File: config.mk
export PLATFORM = sky130hd
export DESIGN_NAME = exc_ctrl_regs
export DESIGN_NICKNAME = d
export VERILOG_FILES = /design/src/rtl/exc_ctrl_pkg.sv /design/src/rtl/exc_mode_stack.sv /design/src/rtl/exc_cause_code.sv /design/src/rtl/exc_addr_capture.sv /design/src/rtl/exc_ctrl_regs.sv
export SDC_FILE = /design/constraint.sdc
export NUM_CORES = 1
export LEC_CHECK = 0
export CORE_ASPECT_RATIO = 0.75
export CORE_MARGIN = 1
export CORE_UTILIZATION = 44
export DETAILED_ROUTE_END_ITERATION = 10
export PLACE_DENSITY = 0.91
export REMOVE_ABC_BUFFERS = 1
export SYNTH_ARGS = -nofsm -noshare
export SYNTH_HDL_FRONTEND = slang
export SYNTH_SLANG_ARGS = --single-unit
export TNS_END_PERCENT = 50
File: constraint.sdc
create_clock -name clk -period 3.44 [get_ports clk]
set_input_delay 0.688 -clock clk [delete_from_list [all_inputs] [get_ports clk]]
set_output_delay 0.688 -clock clk [all_outputs]
set_load 0.1 [all_outputs]
File: src/rtl/exc_ctrl_pkg.sv
package exc_ctrl_pkg;
  localparam int unsigned REGSEL_W = 5;
  localparam int unsigned CODE_W   = 4;
  localparam int unsigned STK_W    = 6;

  localparam logic [REGSEL_W-1:0] SEL_BADADDR = 5'd8;
  localparam logic [REGSEL_W-1:0] SEL_STATUS  = 5'd12;
  localparam logic [REGSEL_W-1:0] SEL_CAUSE   = 5'd13;
  localparam logic [REGSEL_W-1:0] SEL_EPC     = 5'd14;

  typedef enum logic [CODE_W-1:0] {
    EC_IRQ         = 4'd0,
    EC_MISALIGN_LD = 4'd4,
    EC_MISALIGN_ST = 4'd5,
    EC_BAD_IFETCH  = 4'd6,
    EC_BAD_DREAD   = 4'd7,
    EC_SYSCALL     = 4'd8,
    EC_BREAK       = 4'd9,
    EC_RSVD_INSN   = 4'd10,
    EC_OVERFLOW    = 4'd12
  } exc_code_e;

  function automatic logic is_addr_err(input logic [CODE_W-1:0] code);
    return (code >= CODE_W'(EC_MISALIGN_LD)) && (code <= CODE_W'(EC_BAD_DREAD));
  endfunction
endpackage

File: src/rtl/exc_mode_stack.sv
module exc_mode_stack #(
  parameter int unsigned NIRQ  = 8,
  parameter int unsigned STK_W = 6
) (
  input  logic             clk,
  input  logic             rst_n,
  input  logic             exc_take,
  input  logic             ret_take,
  input  logic             wr_en,
  input  logic [NIRQ-1:0]  wr_mask,
  input  logic [STK_W-1:0] wr_stack,
  output logic [NIRQ-1:0]  mask_q,
  output logic [STK_W-1:0] stack_q
);
  logic [NIRQ-1:0]  mask_d;
  logic [STK_W-1:0] stack_d;
  logic             upd_en;

  assign upd_en = exc_take | ret_take | wr_en;

  always_comb begin
    mask_d  = mask_q;
    stack_d = stack_q;
    if (exc_take) begin
      stack_d = {stack_q[STK_W-3:0], 2'b00};
    end else if (ret_take) begin
      stack_d = {stack_q[STK_W-1:STK_W-2], stack_q[STK_W-1:2]};
    end else if (wr_en) begin
      mask_d  = wr_mask;
      stack_d = wr_stack;
    end
  end

  always_ff @(posedge clk or negedge rst_n) begin
    if (!rst_n) begin
      mask_q  <= '0;
      stack_q <= '0;
    end else if (upd_en) begin
      mask_q  <= mask_d;
      stack_q <= stack_d;
    end
  end
endmodule

File: src/rtl/exc_cause_code.sv
module exc_cause_code #(
  parameter int unsigned CODE_W = 4
) (
  input  logic              clk,
  input  logic              rst_n,
  input  logic              exc_take,
  input  logic [CODE_W-1:0] exc_code,
  input  logic              wr_en,
  input  logic [CODE_W-1:0] wr_code,
  output logic [CODE_W-1:0] code_q
);
  logic [CODE_W-1:0] code_d;
  logic              upd_en;

  assign upd_en = exc_take | wr_en;

  always_comb begin
    code_d = code_q;
    if (exc_take)   code_d = exc_code;
    else if (wr_en) code_d = wr_code;
  end

  always_ff @(posedge clk or negedge rst_n) begin
    if (!rst_n)      code_q <= '0;
    else if (upd_en) code_q <= code_d;
  end
endmodule

File: src/rtl/exc_addr_capture.sv
module exc_addr_capture #(
  parameter int unsigned XLEN = 32
) (
  input  logic            clk,
  input  logic            rst_n,
  input  logic            exc_take,
  input  logic            addr_err,
  input  logic [XLEN-1:0] exc_pc,
  input  logic [XLEN-1:0] exc_addr,
  input  logic            epc_wr_en,
  input  logic [XLEN-1:0] epc_wr_data,
  output logic [XLEN-1:0] epc_q,
  output logic [XLEN-1:0] badaddr_q
);
  logic [XLEN-1:0] epc_d;
  logic            epc_en;
  logic            bad_en;

  assign epc_en = exc_take | epc_wr_en;
  assign bad_en = exc_take & addr_err;
  assign epc_d  = exc_take ? exc_pc : epc_wr_data;

  always_ff @(posedge clk or negedge rst_n) begin
    if (!rst_n)      epc_q <= '0;
    else if (epc_en) epc_q <= epc_d;
  end

  always_ff @(posedge clk or negedge rst_n) begin
    if (!rst_n)      badaddr_q <= '0;
    else if (bad_en) badaddr_q <= exc_addr;
  end
endmodule

File: src/rtl/exc_ctrl_regs.sv
module exc_ctrl_regs
  import exc_ctrl_pkg::*;
#(
  parameter int unsigned      XLEN   = 32,
  parameter int unsigned      NIRQ   = 8,
  parameter logic [XLEN-1:0]  VECTOR = 32'h8000_0080
) (
  input  logic                clk,
  input  logic                rst_n,
  input  logic                mt_en,
  input  logic [REGSEL_W-1:0] mt_sel,
  input  logic [XLEN-1:0]     mt_data,
  input  logic [REGSEL_W-1:0] mf_sel,
  output logic [XLEN-1:0]     mf_data,
  input  logic                exc_valid,
  input  logic [CODE_W-1:0]   exc_code,
  input  logic [XLEN-1:0]     exc_pc,
  input  logic [XLEN-1:0]     exc_addr,
  input  logic                rfe,
  input  logic [NIRQ-1:0]     irq_lines,
  output logic                irq_req,
  output logic [XLEN-1:0]     vector_pc
);
  localparam int unsigned IRQ_LSB = 8;
  localparam int unsigned IRQ_MSB = IRQ_LSB + NIRQ - 1;
  localparam int unsigned CODE_LSB = 2;
  localparam int unsigned CODE_MSB = CODE_LSB + CODE_W - 1;

  logic [1:0]        rst_pipe;
  logic              rst_sync_n;
  logic              ret_take;
  logic              wr_ok;
  logic [NIRQ-1:0]   mask_q;
  logic [STK_W-1:0]  stack_q;
  logic [CODE_W-1:0] code_q;
  logic [XLEN-1:0]   epc_q;
  logic [XLEN-1:0]   badaddr_q;
  logic [XLEN-1:0]   status_rd;
  logic [XLEN-1:0]   cause_rd;

  always_ff @(posedge clk or negedge rst_n) begin
    if (!rst_n) rst_pipe <= 2'b00;
    else        rst_pipe <= {rst_pipe[0], 1'b1};
  end
  assign rst_sync_n = rst_pipe[1];

  assign ret_take = rfe & ~exc_valid;
  assign wr_ok    = mt_en & ~exc_valid & ~rfe;

  exc_mode_stack #(.NIRQ(NIRQ), .STK_W(STK_W)) u_stack (
    .clk      (clk),
    .rst_n    (rst_sync_n),
    .exc_take (exc_valid),
    .ret_take (ret_take),
    .wr_en    (wr_ok && (mt_sel == SEL_STATUS)),
    .wr_mask  (mt_data[IRQ_MSB:IRQ_LSB]),
    .wr_stack (mt_data[STK_W-1:0]),
    .mask_q   (mask_q),
    .stack_q  (stack_q)
  );

  exc_cause_code #(.CODE_W(CODE_W)) u_cause (
    .clk      (clk),
    .rst_n    (rst_sync_n),
    .exc_take (exc_valid),
    .exc_code (exc_code),
    .wr_en    (wr_ok && (mt_sel == SEL_CAUSE)),
    .wr_code  (mt_data[CODE_MSB:CODE_LSB]),
    .code_q   (code_q)
  );

  exc_addr_capture #(.XLEN(XLEN)) u_addr (
    .clk         (clk),
    .rst_n       (rst_sync_n),
    .exc_take    (exc_valid),
    .addr_err    (is_addr_err(exc_code)),
    .exc_pc      (exc_pc),
    .exc_addr    (exc_addr),
    .epc_wr_en   (wr_ok && (mt_sel == SEL_EPC)),
    .epc_wr_data (mt_data),
    .epc_q       (epc_q),
    .badaddr_q   (badaddr_q)
  );

  always_comb begin
    status_rd                   = '0;
    status_rd[IRQ_MSB:IRQ_LSB]  = mask_q;
    status_rd[STK_W-1:0]        = stack_q;
    cause_rd                    = '0;
    cause_rd[IRQ_MSB:IRQ_LSB]   = irq_lines;
    cause_rd[CODE_MSB:CODE_LSB] = code_q;
  end

  always_comb begin
    case (mf_sel)
      SEL_BADADDR: mf_data = badaddr_q;
      SEL_STATUS:  mf_data = status_rd;
      SEL_CAUSE:   mf_data = cause_rd;
      SEL_EPC:     mf_data = epc_q;
      default:     mf_data = '0;
    endcase
  end

  assign irq_req   = stack_q[0] & (|(irq_lines & mask_q));
  assign vector_pc = VECTOR;
endmodule

==> out/results.tsv, run 1 <==
metric	value	unit
status	complete, no violations	
switching share of power	28.8	%
most frequent cells in the layout	121 x clkdlybuf4s50_1, 83 x dfrtp_1, 66 x nand3_1	
CTS Root Cell	clkbuf_16	
pin count of the biggest net entering global routing	83	
Placement Cell Area	6540	um2
Combinational Power Share	22.8	%
footprint of the multi-input gates	2080	um2
clk_lat worst skew	0.32	ns
Gates resized, CTS repair	0	
hpwl dp	9830	um
Fillers	786	
Synth cell types	38	
Worst Skew	0.00575	ns
port bufs	155	
Highest Clock Rate	310	MHz
Die Wd	120	um
I/O pins	188	
worst endpoint required time	2.75	ns
Psw	860	uW
fin. max-slew vios	0	
DRT iter0 DRCs	408	
Worst Setup End Kind	primary output	
GRT Resource Usage Total	25.1	%
#FFs+latches synth	84	
final hold viol count	0	
Die Ht	90.9	um
post-route cell area	6880	um2
Routed wire per std cell	17.9	um
Hold Crit Class	flip-flop to flip-flop	
Final setup viols	0	
Rows	32	
total number of vias	4252	
uppermost routed layer	met4	
Sequential Power Share	40.6	%
Pwr per Cell Area	434	nW/um2
Worst Tran Pin Value	1.05	ns
metal3 WL	1130	um
clock slew at reported path FFs	0.06	ns
crit path kind	primary input to primary output	
Seq/Total Area, Yosys	45.4	%
Synthesis Warnings	0	
initial antenna violation count	0	
relative slew slack	29.9	%
Worst VDD drop	0.286	mV
Tot Pwr	2.99	mW
Cell Area, Synth	4630	um2
crit path launch type	primary input	
number of global-route vias before repair	4213	
vias per cell	5.68	
fin nets	732	
crit path max fanout	21	
remaining routing DRC violations	0	
CTS Buf Count	9	
Worst EP arrival	2.54	ns
postcts setup bufs	0	
H-tree levels	3	
max_cap viols	0	
M1 wire length	5520	um
Internal	2.13	mW
post-route clock period utilization	93.7	%
TritonRoute pass-1 iters	5	
Core Area	10200	um2
unrepaired setup endpoints after global routing	no	
ANT nets after route	0	
die area	10900	um2
Tmin final	3.22	ns
global-route wire length before repair	21300	um
WL final	13400	um
clock network fraction of total power	36.6	%
layout cells sized above 1	17.8	%
CTS Buffer Depth	2	
# diodes	0	
P_leak	2.97	nW
met2 wire length	6540	um
starting density of the core	45.2	%
clock sinks	84	
CTS hold repair buffers	0	
Mapped Cells	466	
syn avg cell area	9.94	um2
register area	2110	um2
CTS tree	yes	
total gr overflow	0	
GPL Wtd Cong	0.810	
commonest non-fill, non-tap cell in the layout	clkdlybuf4s50_1	
Layout Area Growth over Synthesis	48.6	%
## path summary, 6_finish.rpt
kind | endpoint | cells after the start | slack, ns | from
worst max-delay path | mf_data[1] | 6 | 0.22 | mf_sel[0]
worst min-delay path | rst_pipe[1] | 0 | 0.35 | rst_pipe[0]
worst max register to register | u_addr.epc_q[28] | 0 | 2.25 | rst_pipe[1]
worst min register to register | rst_pipe[1] | 0 | 0.35 | rst_pipe[0]
max in group asynchronous | u_addr.epc_q[28] | 0 | 2.25 | rst_pipe[1]
min in group asynchronous | rst_pipe[1] | 1 | 0.52 | rst_n
## critical path, cell delays in order
cell             delay, ns
clkdlybuf4s50_1       0.49
nor4b_1               0.39
nor2b_2               0.20
buf_4                 0.28
a221o_1               0.27
buf_12                0.19
## power groups by stage
stage | Clock, mW | Sequential (mW) | Combinational, mW
final | 1.09 | 1.21 | 0.683
after CTS | 1.12 | 1.21 | 0.682
after floorplan | 0 | 1.19 | 0.418
after global routing | 1.16 | 1.23 | 0.718
after detailed placement | 0 | 1.23 | 0.680
after global placement | 0 | 1.22 | 0.661
## cells by family after synthesis
| group | after synthesis | share of synthesized area [%] |
|---|---|---|
| compound gates | 82 | 15.1 |
| simple gates | 131 | 14.6 |
| buf+inv | 118 | 13.0 |
| flops | 84 | 45.4 |
| mux | 49 | 11.8 |
| other cells | 2 | 0.162 |
## metrics by stage
stage,hold slack [ns],utilization [%],std cells,TNS (ns),worst slack (ns)
floorplan,0.331,-,427,-78.31,-1.66
global placement,0.339,63.8,734,0,0.331
detailed placement,0.343,63.8,734,0,0.244
CTS,0.356,67.2,749,0,0.215
global route,0.368,67.2,749,0,0.0550
finish,0.353,67.2,749,0,0.216
## registers in the layout, indices dropped and copies added, names as in the netlist
signal            cells
u_addr.badaddr_q     32
u_addr.epc_q         32
u_stack.mask_q        8
u_stack.stack_q       6
u_cause.code_q        4
rst_pipe              2
## synth_stat cells
| library cell | number | area [um2] |
|---|---|---|
| nor4b_1 | 1 | 8.76 |
| nor2_1 | 5 | 18.8 |
| inv_1 | 48 | 180 |
| a22oi_1 | 4 | 30.0 |
| nor2b_1 | 4 | 25.0 |
| a32o_1 | 2 | 20.0 |
| or2_1 | 1 | 6.26 |
| and3_1 | 2 | 12.5 |
| nor4bb_1 | 3 | 30.0 |
| buf_2 | 13 | 65.1 |
| dfrtp_1 | 84 | 2100 |
| mux2_1 | 6 | 67.6 |
| a221o_1 | 3 | 30.0 |
| or4bb_1 | 1 | 11.3 |
| nand3_1 | 66 | 330 |
| nand2_2 | 1 | 6.26 |
| and3b_1 | 1 | 8.76 |
| mux2i_1 | 5 | 50.1 |
| clkbuf_1 | 19 | 71.3 |
| a211oi_1 | 1 | 7.51 |
| o21ai_0 | 2 | 10.0 |
| mux2_2 | 38 | 428 |
| a41oi_1 | 1 | 8.76 |
| conb_1 | 2 | 7.51 |
| and2_1 | 3 | 18.8 |
| o311ai_0 | 6 | 52.6 |
| nand2b_1 | 1 | 6.26 |
| a21oi_1 | 2 | 10.0 |
| nor4b_4 | 1 | 23.8 |
| a21o_1 | 2 | 15.0 |
| a22o_1 | 18 | 158 |
| buf_1 | 1 | 3.75 |
| o311ai_1 | 30 | 263 |
| buf_6 | 1 | 11.3 |
| o2111ai_1 | 11 | 96.3 |
| nand4b_1 | 3 | 26.3 |
| buf_4 | 36 | 270 |
| nand2_1 | 38 | 143 |
## area by class of cell
| type | instances | share of cell area (%) |
|---|---|---|
| multi-input combinational | 295 | 30.2 |
| sequential | 84 | 30.6 |
| timing repair buffer | 171 | 29.2 |
| clock buffer | 11 | 3.53 |
| clock inverter | 4 | 1.42 |
| tap | 136 | 2.47 |
| inverter | 48 | 2.62 |
## metal layers
metal / vias to the layer above / GRT usage, %
li1: 1898 / -
met1: 2075 / 32.4
met2: 248 / 41.8
met3: 31 / 6.00
met4: 0 / 6.89
met5: - / 0
Note: power is estimated with default switching activity, not from simulation.
==> run 2: changes to the inputs <==
--- a/config.mk
+++ b/config.mk
@@ -11,6 +11,7 @@
 export DETAILED_ROUTE_END_ITERATION = 10
 export PLACE_DENSITY = 0.91
 export REMOVE_ABC_BUFFERS = 1
+export SETUP_SLACK_MARGIN = 0.4
 export SYNTH_ARGS = -nofsm -noshare
 export SYNTH_HDL_FRONTEND = slang
 export SYNTH_SLANG_ARGS = --single-unit
==> out/results.tsv, run 2 (synthesis results as in run 1) <==
metric	value	unit	change
status	complete, no violations		
Routed wire per std cell	18.4	um	+2.5%
unrepaired setup endpoints after global routing	no		
global-route wire length before repair	21600	um	+1.1%
DRT iter0 DRCs	416		+2.0%
CTS tree	yes		
total gr overflow	0		unchanged
clock slew at reported path FFs	0.06	ns	about the same
CTS Root Cell	clkbuf_16		
post-route clock period utilization	87.2	%	-6.5 points
crit path launch type	primary input		
CP peak stage delay	0.45	ns	-0.04 ns
commonest non-fill, non-tap cell in the layout	clkdlybuf4s50_1		
post-route cell area	6950	um2	+0.91%
port bufs	155		unchanged
hpwl dp	9830	um	unchanged
Hold Crit Class	flip-flop to flip-flop		
die area	10900	um2	unchanged
clk_lat worst skew	0.32	ns	about the same
number of global-route vias before repair	4243		+0.71%
layout cells sized above 1	18.6	%	+0.82 points
Layout Area Growth over Synthesis	49.9	%	
pin count of the biggest net entering global routing	83		unchanged
cell repeated most along the worst path	buf_12		
register area	2110	um2	unchanged
clock sinks	84		unchanged
worst endpoint required time	2.75	ns	about the same
vias per cell	5.66		-0.35%
I/O pins	188		unchanged
Die Wd	120	um	unchanged
CTS Buffer Depth	2		unchanged
fin. max-slew vios	0		unchanged
Final setup viols	0		unchanged
# diodes	0		unchanged
TritonRoute pass-1 iters	5		unchanged
Highest Clock Rate	333	MHz	+7.4%
footprint of the multi-input gates	2110	um2	+1.7%
max_cap viols	0		unchanged
Setup TNS Final	0	ns	unchanged
most frequent cells in the layout	117 x clkdlybuf4s50_1, 83 x dfrtp_1, 66 x nand3_1		
Worst Skew	0.00560	ns	-0.000153 ns
Pwr per Cell Area	432	nW/um2	-0.55%
CTS hold repair buffers	0		unchanged
Worst EP arrival	2.31	ns	-0.23 ns
total number of vias	4237		-0.35%
Worst Tran Pin Value	1.05	ns	-0.000513 ns
crit path max fanout	21		unchanged
Worst VDD drop	0.286	mV	about the same
Buffers & Inverters on Critical Path	3		unchanged
starting density of the core	45.2	%	unchanged
Fillers	781		-0.64%
Worst Setup End Kind	primary output		
delay-heaviest family, CP	buffers and inverters		
H-tree levels	3		unchanged
Placement Cell Area	6540	um2	unchanged
Slowest-stage cell, CP	clkdlybuf4s50_1		
fin nets	732		unchanged
top flop regs	u_addr.badaddr_q x32, u_addr.epc_q x32, u_stack.mask_q x8		
Critical Path, Cell by Cell	clkdlybuf4s50_1 -> and3b_2 -> and2_1 -> buf_12 -> a221o_1 -> buf_12		
CTS Buf Count	9		unchanged
WL final	13700	um	+2.5%
P_leak	3.03	nW	+1.9%
Rows	32		unchanged
remaining routing DRC violations	0		unchanged
Die Ht	90.9	um	unchanged
relative slew slack	29.9	%	+0.034 points
initial antenna violation count	0		unchanged
final hold viol count	0		unchanged
Tmin final	3.00	ns	-0.223 ns
crit path kind	primary input to primary output		
ANT nets after route	0		unchanged
GPL Wtd Cong	0.810		unchanged
GRT Resource Usage Total	25.4	%	+0.34 points
Core Area	10200	um2	unchanged
[run 2: where the power goes]
group          total [mW]  switching (mW)  leakage (nW)  internal [mW]
Sequential           1.21          0.0969          1.03           1.12
Clock                1.10           0.372         0.162          0.725
Combinational       0.689           0.399          1.84          0.290
[run 2: per-stage QoR]
step / power (mW) / util, % / setup WS [ns] / hold WS, ns / cells
global route: 3.11 / 67.8 / 0.356 / 0.368 / 749
detailed placement: 1.91 / 63.8 / 0.244 / 0.343 / 734
CTS: 3.01 / 67.3 / 0.360 / 0.356 / 749
floorplan: 1.61 / - / -1.66 / 0.331 / 427
finish: 3.00 / 67.8 / 0.439 / 0.353 / 749
global placement: 1.88 / 63.8 / 0.331 / 0.339 / 734
[run 2: final cells by class]
class	instances	area share, %
timing repair buffer	171	29.3
clock inverter	4	1.40
clock buffer	11	3.49
tap	136	2.45
multi-input combinational	295	30.4
sequential	84	30.3
inverter	48	2.59
[run 2: metal layers]
metal	share of wire, %	track usage, %
met5	0	0
met3	7.9	6.00
met2	50	42.5
met4	1.1	6.69
met1	41	32.9
[run 2: final timing paths]
path	start	to	slack (ns)	depth (start not counted)
worst max-delay path	mf_sel[3]	mf_data[0]	0.44	6
worst min-delay path	rst_pipe[0]	rst_pipe[1]	0.35	0
worst max register to register	rst_pipe[1]	u_addr.epc_q[28]	2.24	0
worst min register to register	rst_pipe[0]	rst_pipe[1]	0.35	0
max in group asynchronous	rst_pipe[1]	u_addr.epc_q[28]	2.24	0
min in group asynchronous	rst_n	rst_pipe[1]	0.52	1
[run 2: what timing repair did]
item / in CTS / in global routing
hold endpoints to repair: 0 / 0
buffers inserted: 0 / 0
resized for setup: 4 / 11
endpoints found under the setup margin: 32 / 32
pin swaps: 2 / 3
